File: src/rtl/rtc_trim_pkg.sv
package rtc_trim_pkg;
  typedef enum logic [1:0] {
    TRIM_IDLE = 2'd0,
    TRIM_SLOW = 2'd1,
    TRIM_FAST = 2'd2
  } trim_mode_e;
endpackage

File: src/rtl/rtc_wave_div.sv
module rtc_wave_div #(
  parameter int WAVE_W = 6
) (
  input  logic clk,
  input  logic rst_n,
  input  logic adv,
  input  logic clr,
  output logic wave
);
  logic [WAVE_W-1:0] cnt_q, cnt_d;

  always_comb begin
    cnt_d = cnt_q;
    if (clr)      cnt_d = '0;
    else if (adv) cnt_d = cnt_q + 1'b1;
  end

  always_ff @(posedge clk or negedge rst_n) begin
    if (!rst_n) cnt_q <= '0;
    else        cnt_q <= cnt_d;
  end

  assign wave = cnt_q[WAVE_W-1];

  // no advance, no clear -> wave level held
  a_r8_wave_hold: assert property (@(posedge clk) disable iff (!rst_n)
    (!adv && !clr) |=> $stable(wave));
endmodule

File: src/rtl/rtc_trim_seq.sv
module rtc_trim_seq #(
  parameter int POS_W = 6,
  parameter int MAG_W = 5
) (
  input  logic             clk,
  input  logic             rst_n,
  input  logic             minute_tick,
  input  logic [MAG_W-1:0] mag,
  input  logic             done,
  output logic             pend,
  output logic [POS_W-1:0] pos
);
  localparam int CMP_W   = ((POS_W > MAG_W + 1) ? POS_W : MAG_W + 1) + 1;
  localparam int ELIG_LIM = (1 << POS_W) - 2;

  logic [POS_W-1:0] pos_q, pos_d, pos_inc;
  logic             pend_q, pend_d, elig;

  always_comb begin
    pos_inc = pos_q + 1'b1;
    elig    = (CMP_W'(pos_inc) < CMP_W'({mag, 1'b0})) &&
              (CMP_W'(pos_inc) < CMP_W'(ELIG_LIM));
    pos_d   = pos_q;
    pend_d  = pend_q;
    if (done) pend_d = 1'b0;
    if (minute_tick) begin
      pos_d = pos_inc;
      if (elig) pend_d = 1'b1;
    end
  end

  always_ff @(posedge clk or negedge rst_n) begin
    if (!rst_n) begin
      pos_q  <= '0;
      pend_q <= 1'b0;
    end else begin
      pos_q  <= pos_d;
      pend_q <= pend_d;
    end
  end

  assign pos  = pos_q;
  assign pend = pend_q;

  // position steps by one per minute pulse
  a_r5_pos_step: assert property (@(posedge clk) disable iff (!rst_n)
    minute_tick |=> (pos == POS_W'($past(pos) + 1'b1)));
  // a trim is only armed by a minute pulse into an eligible slot
  a_r6_arm_elig: assert property (@(posedge clk) disable iff (!rst_n)
    $rose(pend) |-> ($past(minute_tick) && ($past(mag) != '0) &&
                     (CMP_W'(pos) < CMP_W'({$past(mag), 1'b0}))));
endmodule

File: src/rtl/rtc_block_div.sv
module rtc_block_div
  import rtc_trim_pkg::*;
#(
  parameter int BLK_W = 8,
  parameter int SEC_W = 7
) (
  input  logic       clk,
  input  logic       rst_n,
  input  logic       adv,
  input  logic       clr,
  input  trim_mode_e mode,
  output logic       sec_tick,
  output logic       done
);
  localparam int GAP_W = BLK_W - 1;

  logic [BLK_W-1:0] blk_q, blk_d;
  logic [SEC_W-1:0] sec_q, sec_d;
  logic [GAP_W-1:0] gap_q, gap_d;
  logic [SEC_W:0]   sum;
  logic             freeze, carry;

  always_comb begin
    freeze   = (mode == TRIM_SLOW);
    carry    = (blk_q == '1);
    sum      = {1'b0, sec_q} + (SEC_W+1)'(1) + (SEC_W+1)'(mode == TRIM_FAST);
    blk_d    = blk_q;
    sec_d    = sec_q;
    gap_d    = gap_q;
    done     = 1'b0;
    sec_tick = 1'b0;
    if (clr) begin
      blk_d = '0;
      sec_d = '0;
      gap_d = '0;
    end else if (adv) begin
      if (freeze) begin
        gap_d = gap_q + 1'b1;
        done  = (gap_q == '1);
      end else begin
        blk_d = blk_q + 1'b1;
        if (carry) begin
          sec_d    = sum[SEC_W-1:0];
          sec_tick = sum[SEC_W];
          done     = (mode == TRIM_FAST);
        end
      end
    end
  end

  always_ff @(posedge clk or negedge rst_n) begin
    if (!rst_n) begin
      blk_q <= '0;
      sec_q <= '0;
      gap_q <= '0;
    end else begin
      blk_q <= blk_d;
      sec_q <= sec_d;
      gap_q <= gap_d;
    end
  end

  // block counter frozen while a slowing trim consumes ticks
  a_r3_freeze: assert property (@(posedge clk) disable iff (!rst_n)
    (mode == TRIM_SLOW && adv && !clr) |=> $stable(blk_q));
  // no second pulse without an advancing tick
  a_r8_no_tick_idle: assert property (@(posedge clk) disable iff (!rst_n)
    !adv |-> !sec_tick);
endmodule

File: src/rtl/rtc_trim_prescaler.sv
module rtc_trim_prescaler
  import rtc_trim_pkg::*;
#(
  parameter int BLK_W  = 8,
  parameter int SEC_W  = 7,
  parameter int WAVE_W = 6,
  parameter int POS_W  = 6,
  parameter int MAG_W  = 5
) (
  input  logic             clk,
  input  logic             rst_n,
  input  logic             osc_tick,
  input  logic             osc_en,
  input  logic [MAG_W-1:0] trim_mag,
  input  logic             trim_up,
  input  logic             div_clr,
  input  logic             minute_tick,
  output logic             sec_tick,
  output logic             ft_wave,
  output logic [POS_W-1:0] trim_pos
);
  logic       adv, pend, done;
  trim_mode_e mode;

  assign adv  = osc_tick && osc_en;
  assign mode = !pend ? TRIM_IDLE : (trim_up ? TRIM_FAST : TRIM_SLOW);

  rtc_wave_div #(.WAVE_W(WAVE_W)) u_wave (
    .clk(clk), .rst_n(rst_n), .adv(adv), .clr(div_clr), .wave(ft_wave)
  );

  rtc_trim_seq #(.POS_W(POS_W), .MAG_W(MAG_W)) u_seq (
    .clk(clk), .rst_n(rst_n), .minute_tick(minute_tick), .mag(trim_mag),
    .done(done), .pend(pend), .pos(trim_pos)
  );

  rtc_block_div #(.BLK_W(BLK_W), .SEC_W(SEC_W)) u_blk (
    .clk(clk), .rst_n(rst_n), .adv(adv), .clr(div_clr), .mode(mode),
    .sec_tick(sec_tick), .done(done)
  );

  // second pulse only while oscillator runs
  a_r8_osc_gate: assert property (@(posedge clk) disable iff (!rst_n)
    sec_tick |-> osc_en);
  // second pulse lasts a single cycle when ticks arrive every cycle
  a_r1_single_pulse: assert property (@(posedge clk) disable iff (!rst_n)
    (sec_tick && !div_clr) |=> !sec_tick);
endmodule

File: config.mk
export PLATFORM = sky130hd
export DESIGN_NAME = rtc_trim_prescaler
export DESIGN_NICKNAME = d
export VERILOG_FILES = /design/src/rtl/rtc_trim_pkg.sv /design/src/rtl/rtc_wave_div.sv /design/src/rtl/rtc_trim_seq.sv /design/src/rtl/rtc_block_div.sv /design/src/rtl/rtc_trim_prescaler.sv
export SDC_FILE = /design/constraint.sdc
export NUM_CORES = 1
export LEC_CHECK = 0
export ABC_AREA = 1
export BUFFER_PORTS_ARGS = -buffer_cell sky130_fd_sc_hd__buf_2
export CAP_MARGIN = 20
export CORE_ASPECT_RATIO = 1.75
export CORE_MARGIN = 2
export CORE_UTILIZATION = 40
export DETAILED_ROUTE_END_ITERATION = 16
export PLACE_DENSITY = 0.57
export REMOVE_ABC_BUFFERS = 1
export SYNTH_ARGS = -nofsm -noshare
export SYNTH_HDL_FRONTEND = slang
export SYNTH_SLANG_ARGS = --single-unit
File: constraint.sdc
create_clock -name clk -period 5.26 [get_ports clk]
set_clock_uncertainty 0.15 [all_clocks]
set_input_delay 0.263 -clock clk [delete_from_list [all_inputs] [get_ports clk]]
set_output_delay 0.263 -clock clk [all_outputs]
set_load 0.01 [all_outputs]
# Word-level counts from Yosys, hierarchy flattened
# Index checks and enable logic that the tools add are counted.
# totals
register_bits,35
word_cells,52
# classes
addsub,6
order_cmp,2
n_eq_ne,5
mux,25
reduce_logical,8
# ops
cell,n
two-way mux 7 bit,7
two-way mux 8 bit,3
"adder 6 x 1 -> 6 bit, second input constant",2
two-way mux 6 bit,2
two-way mux 1 bit,11
"adder 7 x 1 -> 8 bit, second input constant",1
adder 8 x 1 -> 8 bit,1
"adder 8 x 1 -> 8 bit, second input constant",1
"equality test 8 bit, second input constant",1
"adder 7 x 1 -> 7 bit, second input constant",1
"equality test 7 bit, second input constant",1
< comparator 6 bit,1
"< comparator 6 bit, second input constant",1
nonzero test 2 bit,3
two-way mux 2 bit,2
AND reduction 2 bit,2
AND reduction 3 bit,1
"equality test 2 x 1 -> 1 bit, second input constant",1
"equality test 2 bit, second input constant",1
logical AND 1 bit,2
"inequality test 2 bit, second input constant",1

# Longest topological paths before layout
# depth
ltp_word,10
ltp_mapped,12

# By module
# A second synthesis with hierarchy kept.
# unflattened
hier_cells,298
hier_area_um2,2230.9
# modules_own_cells
module,n_inst,cells_per_inst,area_each_um2,seq_area_each_um2
rtc_block_div,1,182,1388.8,550.5
rtc_trim_seq,1,71,496.7,175.2
rtc_wave_div,1,39,320.3,150.1
rtc_trim_prescaler,1,6,25.0,0.0

# Worst setup path after synthesis
# OpenSTA, ideal clock, no wires.
# synth_path
path_type,register to register
from,"register u_seq.pos_q[0], in the netlist u_seq.pos[0]"
to,"register u_seq.pend_q, in the netlist u_seq.pend"
setup_ps,65
t_arrival_ps,1665
required_time_ps,5045
slack_ps,3380
stages_incl_launch_ff,12
period_less_slack_ps,1880
path_cell_list,dfrtp_1 ha_1 or2_1 and2_1 ha_1 nand2_1 inv_1 o21ai_0 nand3_1 nor2_1 nand2_1 nand2_1
# synth_via
elab_chain_cells,5
elab_cells_between_ends,6
# synth_rtl
element,line_no,source
"start, declared",rtc_trim_seq.sv:16,"logic [POS_W-1:0] pos_q, pos_d, pos_inc;"
"start signal, assigned",rtc_trim_seq.sv:37,pos_q <= pos_d;
adder 6 x 1 -> 6 bit (*),rtc_trim_seq.sv:20,pos_inc = pos_q + 1'b1;
via u_seq.pos_inc[2],rtc_trim_seq.sv:16,
"< comparator 6 bit, on equally long branches","rtc_trim_seq.sv:21, rtc_trim_seq.sv:22",
logical AND 1 bit (*),rtc_trim_seq.sv:21,"elig = (CMP_W'(pos_inc) < CMP_W'({mag, 1'b0})) &&"
two-way mux 1 bit (*),rtc_trim_seq.sv:28,if (elig) pend_d = 1'b1;
two-way mux 1 bit (*),rtc_trim_seq.sv:26,if (minute_tick) begin
via u_seq.pend_d,rtc_trim_seq.sv:17,"logic pend_q, pend_d, elig;"
"end signal, assigned",rtc_trim_seq.sv:38,pend_q <= pend_d;
"end, declared",rtc_trim_seq.sv:17,
# The timed path passes the listed nets; every way through them passes the cells marked *.
# A chain may end at the register's enable or synchronous reset.

# Worst setup path after layout
# layout_path
from,"register u_seq.pend_q, in the netlist u_seq.pend"
to,output sec_tick
# layout_via
elab_chain_cells,7
elab_cells_between_ends,8
# layout_rtl
element,line_no,source
two-way mux 2 bit (*),rtc_trim_prescaler.sv:26,assign mode = !pend ? TRIM_IDLE : (trim_up ? TRIM_FAST : TRIM_SLOW);
equality test 2 bit,rtc_block_div.sv:26,"sum = {1'b0, sec_q} + (SEC_W+1)'(1) + (SEC_W+1)'(mode == TRIM_FAST);"
adder 8 x 1 -> 8 bit,rtc_block_div.sv:26,
two-way mux 1 bit,rtc_block_div.sv:42,if (carry) begin
two-way mux 1 bit (*),rtc_block_div.sv:37,if (freeze) begin
two-way mux 1 bit (*),rtc_block_div.sv:36,end else if (adv) begin
two-way mux 1 bit (*),rtc_block_div.sv:32,if (clr) begin
"end, declared",rtc_trim_prescaler.sv:18,"output logic sec_tick,"
# Every way passes the cells marked *; elsewhere a longest branch is shown, timed or not.

==> impl_results.md <==
- Crit Path Max Fanout: 4
- Setup Fix Bufs, Post-CTS: 0
- Crit path time final: 2.15 ns
- Fin. Hold Viols: 0
- Initial cell density of the core: 0.416
- Synth Cell Area: 2090 sq um
- Worst endpoint required time: 4.85 ns
- RePlAce Congestion: 0.740
- RR Startpoint: u_seq.pos[0]
- Number of diodes: 0
- Failing checks: DRC
- Largest net degree at the start of global routing: 36
- I/O Pins: 20
- TritonCTS Buffers: 5
- First-pass GRT wire length: 7.58 mm
- Arrival @ worst endpoint: 1.74 ns
- Hold WS: 0.0547 ns
- Pleak: 1.28 nW
- Largest area contributor in the netlist: dfrtp_1
- Min-delay src: div_clr
- Sequential area share after synthesis: 0.419
- Top cells by area, synth: dfrtp_1 42%, nand2_1 12%, inv_1 7.4%, nand3_1 6.2%, ha_1 6.0%
- Total GRT Usage: 0.169
- Worst rel slew slack: 0.465
- FF+latch count, synth: 35
- Endpoint, Worst Hold: u_blk.gap_q[1]
- Worst slew pin tran: 0.803 ns
- Core ar.: 5020 sq um
- Max capacitance violation total: 0
- RSZ-0062 raised after global routing: false
- WS Path Type: reg -> out
- Total grt overflow: 0
- Worst-skew pair later-pin latency: 0.29 ns
- Count of pins over their slew limit: 0
- Setup crit start: u_seq.pend
- Vias: 1767
- Placed Cells: 342
- Hold path cells: 2
- Port buffer count: 19
- Vias in the first global route: 1756
- Antenna violations before repair: 0
- P per Cell Area: 333 nW/um^2
- Die height: 99.6 um
- Outcome: finished with violations
- Area growth syn-to-layout: 12.4%
- H-tree levels: 2
- Top cell type's share of synthesized area: 0.419
- Setup crit end kind: output port
- Critical Path Source Type: flip-flop
- Vias/cell: 5.03
- R2R Setup Slk: 3.24 ns
- CTS clk-pin slew, worst paths: 0.07 ns
- Die Footprint: 5840 sq um
- Layout cells sized above 1: 0.152
- Die width: 58.6 um
- Wire length reported by the detailed router: 4.18 mm
- CTS tree: yes
- Final layout net count: 318
- Period Utilization, post-route: 0.409
- Average size of a mapped cell: 7.68 sq um
- R2r endpoint: u_seq.pend
- Setup violations, final: 0
- Pre-Repair DR Iteration Count: 10
- Netlist cell types: 29
- Synth warn: 0
- DRC Markers: 1
- Clk root buf: clkbuf_8
- R2R depth: 11
- Fmax achieved: 0.465 GHz
- Post-CTS sizing: 0
- Peak VDD IR: 0.000246 V
- Power, Total: 0.000782 W
- Worst min path class: in -> reg
- Maximum clock path buffer count: 2
- Post-Syn Instances: 272
- Setup TNS Final: 0 ns
- TritonCTS sink count: 35
- Post-route ant nets: 0
- Dpl hpwl: 3.17 mm
- Iteration-0 DRC Markers: 25
- Non-filler cells, final: 351
- Routed WL per cell: 11.9 um
- Row Count: 34
[report_power, final]
group / switching, W / internal, W
sequential: 0.0000374 / 0.000299
combinational: 0.000138 / 0.0000913
clock: 0.0000971 / 0.000120
total: 0.000272 / 0.000510
[layout by cell type (no fill, tap or decap), types with 2 or more instances in the layout]
cell	n
ha_1	10
dfrtp_1	35
a21oi_1	13
nor2_4	2
nand2_2	7
nor2_1	20
inv_2	2
clkbuf_8	7
nand4_1	9
o21ai_0	15
nand3_2	3
nand3_1	26
inv_1	41
nand2_1	67
nand2_4	2
buf_2	19
xor2_1	5
[kinds of logic (layout without fill, tap and decap cells)]
logic type / Yosys count / count (layout) / synth area share
simple gates: 143 / 143 / 0.330
buf+inv: 46 / 71 / 0.0839
flops: 35 / 35 / 0.419
compound gates: 31 / 31 / 0.0761
fa+ha+maj: 10 / 10 / 0.0599
xor+xnor: 6 / 6 / 0.0252
mux: 1 / 1 / 0.00539
[metrics by stage]
step                worst slack (ns)  cell area [sq um]   util
floorplan                       3.39               2070      -
global placement                3.31               2240  0.446
detailed placement              3.25               2240  0.446
CTS                             3.08               2350  0.468
global route                    2.91               2350  0.468
finish                          3.11               2350  0.468
[metal layers]
layer,track usage,part of all wire,up-vias
li1,-,-,918
met1,0.184,0.41,818
met2,0.304,0.54,25
met3,0.0286,0.025,6
met4,0.0839,0.024,0
met5,0,0,-
[registers in the layout (all words and copies together), names as in the netlist]
| register | flops |
|---|---|
| u_seq.pend | 1 |
| u_blk.sec_q | 7 |
| u_wave.cnt_q | 6 |
| u_blk.blk_q | 8 |
| u_blk.gap_q | 7 |
| u_seq.pos | 6 |
[how the worst max path moves through the flow]
| stage | to |
|---|---|
| 2_1_floorplan | u_seq.pend |
| 3_3_place_gp | u_seq.pend |
| 3_5_place_dp | u_seq.pend |
| 4_1_cts | sec_tick |
| 5_1_grt | sec_tick |
| 6_report | sec_tick |
[Yosys cell counts]
library cell   n
a21oi_1       13
and2_1         1
buf_2          2
clkbuf_1       1
dfrtp_1       35
ha_1          10
inv_1         41
inv_2          2
mux2_2         1
nand2_1       67
nand2_2        7
nand2_4        2
nand3_1       26
nand3_2        3
nand3b_1       1
nand4_1        9
nor2_1        20
nor2_4         2
nor2_8         1
nor3_1         1
nor4_1         1
o21ai_0       15
o21ai_1        1
o21bai_1       1
o22ai_1        1
or2_1          1
or2_2          1
xnor2_1        1
xor2_1         5
[critical path, stage by stage, from the launching register on]
cell	delay [ns]
dfrtp_1	0.38
nand2_1	0.09
ha_1	0.19
nor2_1	0.21
nand3_1	0.13
nor4_1	0.26
buf_2	0.18
[what timing repair did]
item | in CTS | in global routing
endpoints found under the setup margin | 0 | 0
hold buffers | 1 | 0
endpoints found under the hold margin | 35 | 0
[final cells by class]
| cell class | instances | area (sq um) |
|---|---|---|
| Multi-Input combinational cell | 191 | 1040 |
| Inverter | 43 | 161 |
| Timing Repair Buffer | 20 | 105 |
| Fill cell | 526 | 2670 |
| Sequential cell | 35 | 876 |
| Tap cell | 54 | 67.6 |
| Clock buffer | 8 | 100 |
Power figures use the tool's default switching activity.
